<file path="config.mk">
export PLATFORM = sky130hd
export DESIGN_NAME = sdram_dq_timing
export DESIGN_NICKNAME = d
export VERILOG_FILES = /design/src/rtl/sdp_pkg.sv /design/src/rtl/sdp_adv_gate.sv /design/src/rtl/sdp_burst_seq.sv /design/src/rtl/sdp_rd_pipe.sv /design/src/rtl/sdram_dq_timing.sv
export SDC_FILE = /design/constraint.sdc
export NUM_CORES = 1
export LEC_CHECK = 0
export ABC_CLOCK_PERIOD_IN_PS = 1800
export BUFFER_PORTS_ARGS = -buffer_cell sky130_fd_sc_hd__buf_2
export CELL_PAD_IN_SITES_DETAIL_PLACEMENT = 1
export CELL_PAD_IN_SITES_GLOBAL_PLACEMENT = 1
export CORE_MARGIN = 4
export CORE_UTILIZATION = 40
export CTS_CLUSTER_SIZE = 12
export DETAILED_ROUTE_END_ITERATION = 12
export PLACE_DENSITY_LB_ADDON = 0.1
export SLEW_MARGIN = 40
export SYNTH_ARGS = -nofsm -noshare
export SYNTH_HDL_FRONTEND = slang
export SYNTH_SLANG_ARGS = --single-unit
</file>
<file path="constraint.sdc">
create_clock -name clk -period 1.8 [get_ports clk]
set_input_delay 0.09 -clock clk [delete_from_list [all_inputs] [get_ports clk]]
set_output_delay 0.09 -clock clk [all_outputs]
set_load 0.02 [all_outputs]
</file>
<file path="src/rtl/sdp_pkg.sv">
package sdp_pkg;
  localparam int unsigned BEAT_W  = 3;
  localparam int unsigned SEL_W   = 2;
  localparam int unsigned LAT_MIN = 2;
  localparam int unsigned LAT_MAX = LAT_MIN + 1;
  localparam int unsigned MASK_D  = 2;

  typedef struct packed {
    logic              v;
    logic [BEAT_W-1:0] idx;
  } slot_t;

  function automatic int unsigned beats_of(input logic [SEL_W-1:0] sel);
    return 32'd1 << sel;
  endfunction

  function automatic logic [BEAT_W-1:0] last_left(input logic [SEL_W-1:0] sel);
    return BEAT_W'(beats_of(sel) - 1);
  endfunction
endpackage

</file>
<file path="src/rtl/sdp_adv_gate.sv">
module sdp_adv_gate (
  input  logic clk,
  input  logic rst_n,
  input  logic cke,
  input  logic rd_req,
  input  logic wr_req,
  input  logic term_req,
  output logic adv,
  output logic acc_rd,
  output logic acc_wr,
  output logic acc_term
);
  logic cke_q;

  always_ff @(posedge clk or negedge rst_n) begin
    if (!rst_n) cke_q <= 1'b1;
    else        cke_q <= cke;
  end

  assign adv      = cke_q;
  assign acc_term = adv & term_req;
  assign acc_wr   = adv & wr_req & ~term_req;
  assign acc_rd   = adv & rd_req & ~term_req & ~wr_req;

  // a strobe presented after a low clock enable is never accepted
  p_frozen_ignore_r6: assert property (@(posedge clk) disable iff (!rst_n)
    !cke |=> !(acc_rd || acc_wr || acc_term));
endmodule

</file>
<file path="src/rtl/sdp_burst_seq.sv">
module sdp_burst_seq
  import sdp_pkg::*;
(
  input  logic              clk,
  input  logic              rst_n,
  input  logic              adv,
  input  logic              start,
  input  logic              kill,
  input  logic [SEL_W-1:0]  len_sel,
  output logic              beat_now,
  output logic [BEAT_W-1:0] beat_idx,
  output logic              busy
);
  logic [BEAT_W-1:0] left_q;
  logic [BEAT_W-1:0] idx_q;
  logic              cont;

  assign busy     = (left_q != '0);
  assign cont     = adv & busy & ~kill & ~start;
  assign beat_now = start | cont;
  assign beat_idx = start ? '0 : idx_q;

  always_ff @(posedge clk or negedge rst_n) begin
    if (!rst_n) begin
      left_q <= '0;
      idx_q  <= '0;
    end else if (start) begin
      left_q <= last_left(len_sel);
      idx_q  <= BEAT_W'(1);
    end else if (kill) begin
      left_q <= '0;
    end else if (cont) begin
      left_q <= left_q - BEAT_W'(1);
      idx_q  <= idx_q + BEAT_W'(1);
    end
  end

  // a frozen edge leaves the burst count untouched
  p_stretch_r6: assert property (@(posedge clk) disable iff (!rst_n)
    (busy && !adv) |=> ($stable(left_q) && $stable(idx_q)));
  // a single-beat burst leaves nothing pending
  p_single_r1: assert property (@(posedge clk) disable iff (!rst_n)
    (start && len_sel == '0) |=> !busy);
  // a kill empties the burst
  p_kill_r7: assert property (@(posedge clk) disable iff (!rst_n)
    (kill && !start) |=> !busy);
endmodule

</file>
<file path="src/rtl/sdp_rd_pipe.sv">
module sdp_rd_pipe
  import sdp_pkg::*;
(
  input  logic              clk,
  input  logic              rst_n,
  input  logic              adv,
  input  logic              issue,
  input  logic [BEAT_W-1:0] issue_idx,
  input  logic              lat_sel,
  input  logic              mask,
  output logic              rd_valid,
  output logic              rd_oe,
  output logic [BEAT_W-1:0] rd_idx
);
  slot_t              stage_q [LAT_MAX];
  logic [MASK_D-1:0]  mask_q;
  slot_t              out_s;

  always_ff @(posedge clk or negedge rst_n) begin
    if (!rst_n) begin
      for (int i = 0; i < int'(LAT_MAX); i++) stage_q[i] <= '0;
      mask_q <= '0;
    end else if (adv) begin
      stage_q[0] <= '{v: issue, idx: issue_idx};
      for (int i = 1; i < int'(LAT_MAX); i++) stage_q[i] <= stage_q[i-1];
      mask_q <= {mask_q[MASK_D-2:0], mask};
    end
  end

  assign out_s    = lat_sel ? stage_q[LAT_MAX-1] : stage_q[LAT_MIN-1];
  assign rd_valid = out_s.v;
  assign rd_idx   = out_s.idx;
  assign rd_oe    = out_s.v & ~mask_q[MASK_D-1];

  // nothing in the read line moves on a frozen edge
  p_hold_r6: assert property (@(posedge clk) disable iff (!rst_n)
    !adv |=> ($stable(stage_q[LAT_MAX-1]) && $stable(stage_q[LAT_MIN-1]) && $stable(mask_q)));
  // an issued beat reaches the latency-2 tap after one more active edge
  p_pipe_r3: assert property (@(posedge clk) disable iff (!rst_n)
    issue ##1 adv |=> stage_q[LAT_MIN-1].v);
  // the mask turns the drivers off two active edges later
  p_mask_r5: assert property (@(posedge clk) disable iff (!rst_n)
    (mask && adv) ##1 adv |=> !rd_oe);
endmodule

</file>
<file path="src/rtl/sdram_dq_timing.sv">
module sdram_dq_timing
  import sdp_pkg::*;
(
  input  logic              clk,
  input  logic              rst_n,
  input  logic              cke,
  input  logic              rd_cmd,
  input  logic              wr_cmd,
  input  logic              term_cmd,
  input  logic              lat_sel,
  input  logic [SEL_W-1:0]  burst_sel,
  input  logic              dqm,
  output logic              rd_valid,
  output logic              rd_oe,
  output logic [BEAT_W-1:0] rd_beat,
  output logic              wr_stb,
  output logic [BEAT_W-1:0] wr_beat
);
  logic              adv;
  logic              acc_rd;
  logic              acc_wr;
  logic              acc_term;
  logic              rd_now;
  logic [BEAT_W-1:0] rd_now_idx;
  logic              rd_busy;
  logic              wr_now;
  logic              wr_busy;

  sdp_adv_gate u_gate (
    .clk(clk), .rst_n(rst_n), .cke(cke),
    .rd_req(rd_cmd), .wr_req(wr_cmd), .term_req(term_cmd),
    .adv(adv), .acc_rd(acc_rd), .acc_wr(acc_wr), .acc_term(acc_term)
  );

  sdp_burst_seq u_rd_seq (
    .clk(clk), .rst_n(rst_n), .adv(adv),
    .start(acc_rd), .kill(acc_wr | acc_term), .len_sel(burst_sel),
    .beat_now(rd_now), .beat_idx(rd_now_idx), .busy(rd_busy)
  );

  sdp_burst_seq u_wr_seq (
    .clk(clk), .rst_n(rst_n), .adv(adv),
    .start(acc_wr), .kill(acc_rd | acc_term), .len_sel(burst_sel),
    .beat_now(wr_now), .beat_idx(wr_beat), .busy(wr_busy)
  );

  sdp_rd_pipe u_rd_pipe (
    .clk(clk), .rst_n(rst_n), .adv(adv),
    .issue(rd_now), .issue_idx(rd_now_idx),
    .lat_sel(lat_sel), .mask(dqm),
    .rd_valid(rd_valid), .rd_oe(rd_oe), .rd_idx(rd_beat)
  );

  assign wr_stb = wr_now & ~dqm;

  // an accepted unmasked write is flagged in its own cycle
  p_wr_zero_lat_r2: assert property (@(posedge clk) disable iff (!rst_n)
    (acc_wr && !dqm) |-> wr_stb);
  // no write strobe in the cycle after a low clock enable
  p_wr_freeze_r6: assert property (@(posedge clk) disable iff (!rst_n)
    !cke |=> !wr_stb);
  // a write command clears any read burst left
  p_wr_cuts_rd_r8: assert property (@(posedge clk) disable iff (!rst_n)
    acc_wr |=> !rd_busy);
  // a read command clears any write burst left
  p_rd_cuts_wr_r8: assert property (@(posedge clk) disable iff (!rst_n)
    acc_rd |=> !wr_busy);
endmodule

</file>
==> metrics.txt <==
status=complete, no violations; Vias=988; cell area after synthesis=approximately 0.0014 mm2; register area share after synthesis=49.09%; final setup fails=0; GR Util All Layers=between 10% and 20%; vias in the first global route=approximately 1100; dpl cells=184; part of the power in registers=51.6%; Clk Latency, worst-skew pair=0.32 ns; diode count=0; post-route ant nets=0; CTS Root Cell=clkbuf_4; initial cell density of the core=41.32%; Power Density=1098 mW/mm2; DR pass1 iterations=2; area growth from synthesis to layout=16.61%; Worst Setup End Kind=flop; Post-Synthesis Cells=122; H-tree depth=1; FF+latch count, synth=27; HP Class=in -> reg; Final Hold Vio Count=0; Fillers=402; Achievable Freq=578.8 MHz; total CTS buffers=3; Yosys cell types=36; Syn Area/Cell=11.30 um2; nets@finish=165; largest area contributor in the netlist=dfrtp_1; Port Buf Inserts=18; Max-cap violations=0; DRC Markers=0; largest net degree at the start of global routing=28; DRT iter0 DRCs=20; Slew @ Worst Pin=0.6147 ns; clock skew=0.004986 ns; Setup TNS=0 ns; CP Data Arrival Time=1.95 ns; fin cells=194; DIE WIDTH=66.71 um; synth warn=0; crit path kind=reg -> reg; Internal=1.171 mW; I/O pins=19; M3 GR Usage=under 10%; met2 usage=26.24%; row cnt=21; ranking of synthesized cells by area=dfrtp_1 47%, mux2_2 11%, ha_1 5.4%, nor2_1 3.0%, a21oi_1 2.5%; initial antenna violation count=0; total grt overflow=0; Final Cycle Share=95.99%; CP startpoint kind=flop; DP HPWL=2.050 mm; CTS tree=done; WP data required=2.02 ns; Reg clk slew, reported paths=0.15 ns; final WL=2.815 mm; NetSw=594.9 uW; clock buffer depth=2; GR Util met1=17.23%; max-slew violation count=0; share of cells above drive strength 1=33.11%; Clk pwr share=14.9%; syn_nets=138; sw frac=about a third; Min Clock Period, post-route=1.728 ns; Synth top area share=47.19%; unrepaired setup endpoints after global routing=no; Max-slew headroom=roughly 59%; power share of the combinational group=33.5%; via/cell ratio=5.093; CP Max Fanout=4; Die Span Y=66.71 um; DR WL/cell=14.51 um; LEAKAGE=0.7785 nW; Max rail drop VDD=0.3545 mV; core area=0.003337 mm2; GPL Wtd Cong=0.7999; clk sinks=27; busiest grt layer=met2; total die area=0.004450 mm2; first-pass GRT wire length=4.968 mm
[kinds of logic (layout without fill, tap and decap cells)]
family	count (synthesis)	count (layout)	synth area share [%]
AO/OA/AOI/OAI	24	24	11.98
AND/OR/NAND/NOR	32	32	13.07
buffers and inverters	13	39	4.537
adder cells (fa/ha/maj)	6	6	5.445
flip-flops	27	27	49.09
multiplexers	17	17	13.97
XOR/XNOR	3	3	1.906
[Yosys cell counts (all sizes together)]
library cell	count
dfrtp	26
mux2	15
nor2	11
a21oi	7
inv	7
buf	6
ha	6
o21ai	6
nand2	5
a2bb2oi	2
a31oi	2
and2	2
and3	2
mux2i	2
nand2b	2
nand3b	2
nor2b	2
nor3b	2
o22a	2
xor2	2
a211oi	1
a22o	1
dfstp	1
nand3	1
nand4	1
nor4bb	1
o22ai	1
o31a	1
o31ai	1
or3b	1
xnor2	1
[flip-flops by register name (all words and copies together) (netlist names)]
name and cells:
u_wr_seq.idx_q 3, u_rd_pipe.stage_q 12, u_wr_seq.left_q 3, u_rd_seq.idx_q 3
u_rd_seq.left_q 3, u_gate.adv 1, u_rd_pipe.mask_q 2
[cells in the final DEF, fill, tap and decap left out, types with 2 or more instances in the layout]
cell type	n
nand2b_1	2
a21oi_1	7
mux2_2	14
nor2_1	11
mux2i_1	2
dlygate4sd3_1	3
a2bb2oi_1	2
xor2_1	2
a31oi_1	2
inv_1	7
dfrtp_1	26
ha_1	6
clkbuf_4	3
and2_1	2
buf_4	6
o21ai_1	2
buf_2	18
nand3b_1	2
nand2_1	5
o21ai_0	4
o22a_1	2
[repair_timing]
action	CTS	global route
endpoints found under the setup margin	1	3
hold endpoints to repair	28	0
hold buffers	3	0
resized for setup	2	1
setup buffers	1	2
[critical path, cell delays in order, from the launching register on]
cell and delay, ns:
dfrtp_1 0.43, inv_1 0.09, ha_1 0.14, or3b_4 0.40, o31ai_4 0.25, mux2_4 0.32
[through the flow]
step                worst slack (ns)  total power [mW]  util [%]  hold WS [ns]  area (um2)
floorplan                     0.1473             1.328         -       -0.2056        1379
global placement              0.1617             1.469     45.56        0.1358        1520
detailed placement            0.1149             1.517     45.56        0.1387        1520
CTS                          0.06841             1.793     47.62       0.09147        1589
global route               0.0007423             1.927     48.18        0.1165        1608
finish                       0.07224             1.766     48.18       0.09418        1608
[routing by layer]
metal  wire, um  part of all wire [%]
met3         87                   3.1
met2       1497                    53
met4         40                   1.4
met1       1190                    42
met5          0                     0
[path summary, 6_finish.rpt]
check | start | end | slack, ns | depth (start not counted)
min in group asynchronous | rst_n | u_rd_pipe.mask_q[0] | 0.31 | 2
hold / removal | wr_cmd | u_wr_seq.idx_q[2] | 0.09 | 2
hold reg to reg | u_rd_pipe.mask_q[0] | u_rd_pipe.mask_q[0] | 0.52 | 1
max in group asynchronous | rst_n | u_rd_seq.left_q[0] | 1.09 | 2
setup / recovery | u_rd_seq.left_q[0] | u_rd_seq.left_q[0] | 0.07 | 5
setup reg to reg | u_rd_seq.left_q[0] | u_rd_seq.left_q[0] | 0.07 | 5
[cell type report]
cell class / count / area (um2) / area share, %
multi-input combinational: 82 / 644.4 / 40.08
clock buffer: 4 / 26.28 / 1.634
inverter: 7 / 26.28 / 1.634
tap: 46 / 57.56 / 3.580
sequential: 27 / 676.9 / 42.10
timing repair buffer: 28 / 176.4 / 10.97
[power groups by stage]
stage | registers [mW] | clock network (mW) | logic (mW)
after floorplan | 0.886 | 0 | 0.441
after global placement | 0.912 | 0 | 0.557
after detailed placement | 0.929 | 0 | 0.588
after CTS | 0.913 | 0.281 | 0.598
after global routing | 0.941 | 0.308 | 0.678
final | 0.910 | 0.263 | 0.592
Note: power is estimated with default switching activity, not from simulation.
